`src/rtl/cal_pkg.sv`:
```
package cal_pkg;
  localparam int UNITS_W   = 4;
  localparam int SEC_TW    = 3;
  localparam int MIN_TW    = 3;
  localparam int HOUR_TW   = 2;
  localparam int MDAY_TW   = 2;
  localparam int MON_TW    = 1;
  localparam int YEAR_TW   = 4;
  localparam int WDAY_W    = 3;
  localparam int SEC_W     = SEC_TW + UNITS_W;
  localparam int MIN_W     = MIN_TW + UNITS_W;
  localparam int HOUR_W    = HOUR_TW + UNITS_W;
  localparam int MDAY_W    = MDAY_TW + UNITS_W;
  localparam int MON_W     = MON_TW + UNITS_W;
  localparam int YEAR_W    = YEAR_TW + UNITS_W;

  localparam logic [SEC_W-1:0]  SEC_LAST  = 7'h59;
  localparam logic [MIN_W-1:0]  MIN_LAST  = 7'h59;
  localparam logic [HOUR_W-1:0] HOUR_LAST = 6'h23;
  localparam logic [MON_W-1:0]  MON_LAST  = 5'h12;
  localparam logic [YEAR_W-1:0] YEAR_LAST = 8'h99;
  localparam logic [WDAY_W-1:0] WDAY_FIRST = 3'd1;
  localparam logic [WDAY_W-1:0] WDAY_LAST  = 3'd7;

  typedef struct packed {
    logic [SEC_W-1:0]  sec;
    logic [MIN_W-1:0]  min;
    logic [HOUR_W-1:0] hour;
    logic [WDAY_W-1:0] wday;
    logic [MDAY_W-1:0] mday;
    logic [MON_W-1:0]  mon;
    logic [YEAR_W-1:0] year;
  } cal_time_t;
endpackage

```
`src/rtl/cal_bcd_counter.sv`:
```
module cal_bcd_counter #(
  parameter int TENS_W = 3,
  parameter int UNITS_W = 4,
  parameter logic [TENS_W+UNITS_W-1:0] FIRST = '0
) (
  input  logic                      clk,
  input  logic                      rst_n,
  input  logic                      inc_i,
  input  logic                      wrap_i,
  input  logic                      ld_i,
  input  logic [TENS_W+UNITS_W-1:0] ld_val_i,
  output logic [TENS_W+UNITS_W-1:0] q_o
);
  localparam int W = TENS_W + UNITS_W;
  localparam logic [UNITS_W-1:0] UNITS_MAX = UNITS_W'(9);

  logic [W-1:0]       q;
  logic [W-1:0]       stepped;
  logic [UNITS_W-1:0] units;
  logic [TENS_W-1:0]  tens;

  assign units = q[UNITS_W-1:0];
  assign tens  = q[W-1:UNITS_W];

  always_comb begin
    if (wrap_i)
      stepped = FIRST;
    else if (units >= UNITS_MAX)
      stepped = {tens + TENS_W'(1), {UNITS_W{1'b0}}};
    else
      stepped = {tens, units + UNITS_W'(1)};
  end

  always_ff @(posedge clk or negedge rst_n) begin
    if (!rst_n)     q <= FIRST;
    else if (ld_i)  q <= ld_val_i;
    else if (inc_i) q <= stepped;
  end

  assign q_o = q;
endmodule

```
`src/rtl/cal_month_days.sv`:
```
module cal_month_days
  import cal_pkg::*;
(
  input  logic [MON_W-1:0]  mon_i,
  input  logic [YEAR_W-1:0] year_i,
  output logic [MDAY_W-1:0] last_o
);
  logic leap;
  logic [UNITS_W-1:0] yu;

  assign yu = year_i[UNITS_W-1:0];

  always_comb begin
    if (year_i[UNITS_W])
      leap = (yu == 4'd2) || (yu == 4'd6);
    else
      leap = (yu == 4'd0) || (yu == 4'd4) || (yu == 4'd8);
  end

  always_comb begin
    unique case (mon_i)
      5'h02:                      last_o = leap ? 6'h29 : 6'h28;
      5'h04, 5'h06, 5'h09, 5'h11: last_o = 6'h30;
      default:                    last_o = 6'h31;
    endcase
  end
endmodule

```
`src/rtl/cal_weekday.sv`:
```
module cal_weekday #(
  parameter int W = 3,
  parameter logic [W-1:0] FIRST = 1,
  parameter logic [W-1:0] LAST = 7
) (
  input  logic         clk,
  input  logic         rst_n,
  input  logic         inc_i,
  input  logic         ld_i,
  input  logic [W-1:0] ld_val_i,
  output logic [W-1:0] q_o
);
  logic [W-1:0] q;
  logic [W-1:0] stepped;

  assign stepped = (q >= LAST || q < FIRST) ? FIRST : q + W'(1);

  always_ff @(posedge clk or negedge rst_n) begin
    if (!rst_n)     q <= FIRST;
    else if (ld_i)  q <= ld_val_i;
    else if (inc_i) q <= stepped;
  end

  assign q_o = q;
endmodule

```
`src/rtl/cal_clock_core.sv`:
```
module cal_clock_core
  import cal_pkg::*;
(
  input  logic              clk,
  input  logic              rst_n,
  input  logic              tick_i,
  input  logic              hold_i,
  input  logic              ld_i,
  input  logic [SEC_W-1:0]  ld_sec_i,
  input  logic [MIN_W-1:0]  ld_min_i,
  input  logic [HOUR_W-1:0] ld_hour_i,
  input  logic [WDAY_W-1:0] ld_wday_i,
  input  logic [MDAY_W-1:0] ld_mday_i,
  input  logic [MON_W-1:0]  ld_mon_i,
  input  logic [YEAR_W-1:0] ld_year_i,
  output logic [SEC_W-1:0]  sec_o,
  output logic [MIN_W-1:0]  min_o,
  output logic [HOUR_W-1:0] hour_o,
  output logic [WDAY_W-1:0] wday_o,
  output logic [MDAY_W-1:0] mday_o,
  output logic [MON_W-1:0]  mon_o,
  output logic [YEAR_W-1:0] year_o
);
  cal_time_t cur;
  logic [MDAY_W-1:0] mday_last;
  logic step_sec, step_min, step_hour, step_day, step_mon, step_year;
  logic last_sec, last_min, last_hour, last_mday, last_mon, last_year;

  // a load wins over a tick; hold swallows the tick entirely
  assign step_sec  = tick_i & ~hold_i & ~ld_i;
  assign last_sec  = cur.sec  >= SEC_LAST;
  assign last_min  = cur.min  >= MIN_LAST;
  assign last_hour = cur.hour >= HOUR_LAST;
  assign last_mday = cur.mday >= mday_last;
  assign last_mon  = cur.mon  >= MON_LAST;
  assign last_year = cur.year >= YEAR_LAST;

  assign step_min  = step_sec  & last_sec;
  assign step_hour = step_min  & last_min;
  assign step_day  = step_hour & last_hour;
  assign step_mon  = step_day  & last_mday;
  assign step_year = step_mon  & last_mon;

  cal_month_days u_days (.mon_i(cur.mon), .year_i(cur.year), .last_o(mday_last));

  cal_bcd_counter #(.TENS_W(SEC_TW), .UNITS_W(UNITS_W), .FIRST(7'h00)) u_sec (
    .clk, .rst_n, .inc_i(step_sec), .wrap_i(last_sec), .ld_i,
    .ld_val_i(ld_sec_i), .q_o(cur.sec));

  cal_bcd_counter #(.TENS_W(MIN_TW), .UNITS_W(UNITS_W), .FIRST(7'h00)) u_min (
    .clk, .rst_n, .inc_i(step_min), .wrap_i(last_min), .ld_i,
    .ld_val_i(ld_min_i), .q_o(cur.min));

  cal_bcd_counter #(.TENS_W(HOUR_TW), .UNITS_W(UNITS_W), .FIRST(6'h00)) u_hour (
    .clk, .rst_n, .inc_i(step_hour), .wrap_i(last_hour), .ld_i,
    .ld_val_i(ld_hour_i), .q_o(cur.hour));

  cal_weekday #(.W(WDAY_W), .FIRST(WDAY_FIRST), .LAST(WDAY_LAST)) u_wday (
    .clk, .rst_n, .inc_i(step_day), .ld_i, .ld_val_i(ld_wday_i), .q_o(cur.wday));

  cal_bcd_counter #(.TENS_W(MDAY_TW), .UNITS_W(UNITS_W), .FIRST(6'h01)) u_mday (
    .clk, .rst_n, .inc_i(step_day), .wrap_i(last_mday), .ld_i,
    .ld_val_i(ld_mday_i), .q_o(cur.mday));

  cal_bcd_counter #(.TENS_W(MON_TW), .UNITS_W(UNITS_W), .FIRST(5'h01)) u_mon (
    .clk, .rst_n, .inc_i(step_mon), .wrap_i(last_mon), .ld_i,
    .ld_val_i(ld_mon_i), .q_o(cur.mon));

  cal_bcd_counter #(.TENS_W(YEAR_TW), .UNITS_W(UNITS_W), .FIRST(8'h00)) u_year (
    .clk, .rst_n, .inc_i(step_year), .wrap_i(last_year), .ld_i,
    .ld_val_i(ld_year_i), .q_o(cur.year));

  assign sec_o  = cur.sec;
  assign min_o  = cur.min;
  assign hour_o = cur.hour;
  assign wday_o = cur.wday;
  assign mday_o = cur.mday;
  assign mon_o  = cur.mon;
  assign year_o = cur.year;
endmodule

```
`config.mk`:
```
export PLATFORM = sky130hd
export DESIGN_NAME = cal_clock_core
export DESIGN_NICKNAME = d
export VERILOG_FILES = /design/src/rtl/cal_pkg.sv /design/src/rtl/cal_bcd_counter.sv /design/src/rtl/cal_month_days.sv /design/src/rtl/cal_weekday.sv /design/src/rtl/cal_clock_core.sv
export SDC_FILE = /design/constraint.sdc
export NUM_CORES = 1
export LEC_CHECK = 0
export ABC_CLOCK_PERIOD_IN_PS = 3000
export CAP_MARGIN = 25
export CORE_MARGIN = 4
export CORE_UTILIZATION = 35
export DETAILED_ROUTE_END_ITERATION = 8
export PLACE_DENSITY = 0.63
export SYNTH_ARGS = -nofsm -noshare
export SYNTH_HDL_FRONTEND = slang
export SYNTH_SLANG_ARGS = --single-unit
```
`constraint.sdc`:
```
create_clock -name clk -period 3 [get_ports clk]
set_clock_uncertainty 0.1 [all_clocks]
set_input_delay 0.6 -clock clk [delete_from_list [all_inputs] [get_ports clk]]
set_output_delay 0.6 -clock clk [all_outputs]
set_load 0.02 [all_outputs]
```
==> reports/results.tsv <==
metric	value	unit
status	finished clean	
dp_hpwl	6600	um
worstMarginPinSlew	0.622	ns
timing.slew.headroom	58.5	%
fin_ws	0.151	ns
cts_made_buffers	5	
cpPeakStageDelay	0.46	ns
ys.flop_type	dfrtp_1	
die_x	101	um
powerDensity	873	nW/um^2
post_drt_wl_per_cell	16.1	um
nets	520	
cts_root_buffer	clkbuf_8	
grt_pass1_wl	14300	um
cts_htree_levels	2	
grt_start_max_net_pins	43	
finalSetupViolCount	0	
cts_tree	yes	
max_cap_violations	0	
track_usage	17.1	%
synth_edf_count	0	
fin_cells	544	
reg2reg_depth	11	
min_path_type	input port to asynchronous set/reset pin	
yosysSeqAreaShare	34.8	%
crit_chain	inv_1 -> ha_1 -> a21oi_1 -> a2111oi_2 -> a31oi_1 -> ha_2 -> nor4b_4 -> o21ai_2 -> nand4_1 -> o41ai_1 -> o31ai_2	
insertion_delay	0.30	ns
fin_crit_sh	95.0	%
ys_warn_count	0	
layout_min_cycle_time	2.85	ns
port_buffers	88	
diodes	0	
leakage	1.83	nW
rows	33	
ys_types	60	
die_area	10200	um^2
fmax	0.351	GHz
core-area	8340	um^2
avgSynthCellArea	9.02	um^2
pin_count	89	
worst-setup-path-type	flip-flop to flip-flop	
dp_slack	-0.0531	ns
via_per_inst	5.45	
async_flop_share	100	%
grt-ovfl-total	0	
critPathArrivalTime	2.92	ns
path_max_fanout	5	
first_pass_iters	4	
netlist_instances	336	
cp_slowest_cell	o41ai_1	
endpoint_kind	flip-flop	
start_util	36.3	%
drc	0	
setup-tns-final	0	ns
hold_viol	0	
grt_pass1_vias	2938	
worst-path-stages	11	
ir_drop	518	uV
hold-worst-slack	0.106	ns
crit_family	compound AO/OA/AOI/OAI gates	
cp_num_buf_inv	1	
drtIter0Drc	126	
die_h	101	um
drive_gt1_share	12.8	%
place_inst	533	
final_max_slew_viol_count	0	
fillers	804	
drtAntennaViolNets	0	
required	3.07	ns
hold_buffers	0	
clkTransAtPathRegs	0.09	ns
cts_sinks	42	
clock_path_buffers	2	
syn_nets	418	
routed_wl	8770	um
grt_antenna_before_repair	0	
netlist_area	3030	um^2
area_delta_synth_final	41.5	%
yosys_register_bits	42	
vias	2966	
worst_setup_path_start_kind	flip-flop	
gp_congestion	0.880	
-- worst register-to-register path, delay by kind of cell, from the launching register on --
kind            cells  cell delay [ns]
simple gates        2             0.31
compound gates      6             1.29
buf+inv             1             0.11
flops               1             0.42
fa+ha+maj           2             0.50
-- Yosys cell counts (all sizes together), types with 2 or more instances --
cell type  number  area [um^2]
a211o           2         17.5
a211oi          5         42.5
a21boi          2         15.0
a21oi          24          120
a221o           4         40.0
a221oi          4         35.0
a22o            3         26.3
a22oi           6         45.0
a31oi           2         12.5
a32oi           6         52.6
and2            4         27.5
and3            3         20.0
buf             7         45.0
clkbuf          5         18.8
dfrtp          39          976
dfstp           3         78.8
ha             35          438
inv            31          116
mux2i           2         20.0
nand2          24         90.1
nand3           4         20.0
nand4           3         18.8
nor2           21         78.8
nor2b           3         18.8
nor3           11         60.1
nor4            4         25.0
nor4b           2         23.8
o21a            5         37.5
o21ai          29          156
o22a            3         26.3
o22ai           7         43.8
o311a           3         30.0
o311ai          2         17.5
o31ai           8         65.1
o41ai           3         26.3
or2             3         18.8
or3b            2         17.5
-- per-layer routing --
| layer | track usage (%) | wire length [um] | share of wire, % | vias up |
|---|---|---|---|---|
| met5 | 0 | 0 | 0 | - |
| met4 | 2.97 | 34 | 0.39 | 0 |
| li1 | - | - | - | 1453 |
| met3 | 3.11 | 529 | 6.0 | 2 |
| met1 | 22.7 | 3850 | 44 | 1429 |
| met2 | 29.2 | 4360 | 50 | 82 |
-- what timing repair did --
| action | 4_1_cts | 5_1_grt |
|---|---|---|
| gates resized for setup | 1 | 18 |
| pin swaps | 1 | 7 |
| endpoints found under the setup margin | 2 | 19 |
| buffers inserted | 0 | 2 |
-- logic make-up after synthesis --
group                    share of synthesized area (%)
AND/OR/NAND/NOR                                   14.9
XOR/XNOR                                         0.289
multiplexers                                      1.03
buffers and inverters                             5.94
AO/OA/AOI/OAI                                     28.6
adder cells (fa/ha/maj)                           14.4
flip-flops                                        34.8
-- through the flow --
step,utilization (%),power [W],instance area [um^2]
after global placement,49.2,0.00320,4110
after floorplan,-,0.00230,3030
after global routing,51.4,0.00406,4290
after detailed placement,49.2,0.00324,4110
after CTS,50.3,0.00366,4200
final,51.4,0.00375,4290
-- cell usage in the layout (no fill, tap or decap), types with 3 or more instances in the layout --
master           instances
inv_1                   30
ha_2                     3
o21a_1                   5
o31ai_1                  6
a211oi_1                 4
a21oi_1                 23
nor3_1                  10
a221o_1                  4
nor2_1                  21
a32oi_1                  6
ha_1                    32
o21ai_0                 25
nand3_1                  3
dfrtp_1                 37
nand2_1                 24
clkdlybuf4s50_1         86
o41ai_1                  3
nor4_1                   4
o311a_1                  3
a221oi_1                 4
buf_4                   17
clkbuf_8                 6
o22a_1                   3
nand4_1                  3
and2_1                   3
dfstp_2                  3
a22oi_1                  6
nor2b_1                  3
a22o_1                   3
o22ai_1                  7
o21ai_2                  3
-- sequential cells by signal, indices dropped and copies added (netlist names) --
signal and count:
u_mon.q_o 5, u_hour.q_o 6, u_wday.q_o 3, u_mday.q_o 6, u_min.q_o 7, u_year.q_o 8
u_sec.q_o 7
-- where the power goes --
group | leakage, nW | switching [W] | internal, W
sequential | 0.505 | 0.000309 | 0.000808
combinational | 1.27 | 0.00119 | 0.00104
clock | 0.0482 | 0.000208 | 0.000186
-- final timing paths --
path	start	endpoint	slack (ns)
min in group clk	u_wday.q_o[0]$_DFFE_PN1P_	u_wday.q_o[0]$_DFFE_PN1P_	0.41
worst min register to register	u_wday.q_o[0]$_DFFE_PN1P_	u_wday.q_o[0]$_DFFE_PN1P_	0.41
worst max register to register	u_mon.q_o[1]$_DFFE_PN0P_	u_year.q_o[6]$_DFFE_PN0P_	0.15
worst min-delay path	rst_n	u_min.q_o[0]$_DFFE_PN0P_	0.11
max in group asynchronous	rst_n	u_mon.q_o[0]$_DFFE_PN1P_	2.14
worst max-delay path	u_mon.q_o[1]$_DFFE_PN0P_	u_year.q_o[6]$_DFFE_PN0P_	0.15
-- cell type report --
type / count / area [um^2] / share of cell area (%)
clock inverter: 1 / 5.00 / 0.117
clock buffer: 7 / 86.3 / 2.01
tap: 105 / 131 / 3.06
timing repair buffer: 107 / 1040 / 24.2
sequential: 42 / 1060 / 24.6
multi-input combinational: 251 / 1850 / 43.2
inverter: 31 / 119 / 2.77
No activity file was read; power rests on OpenSTA's default activity.
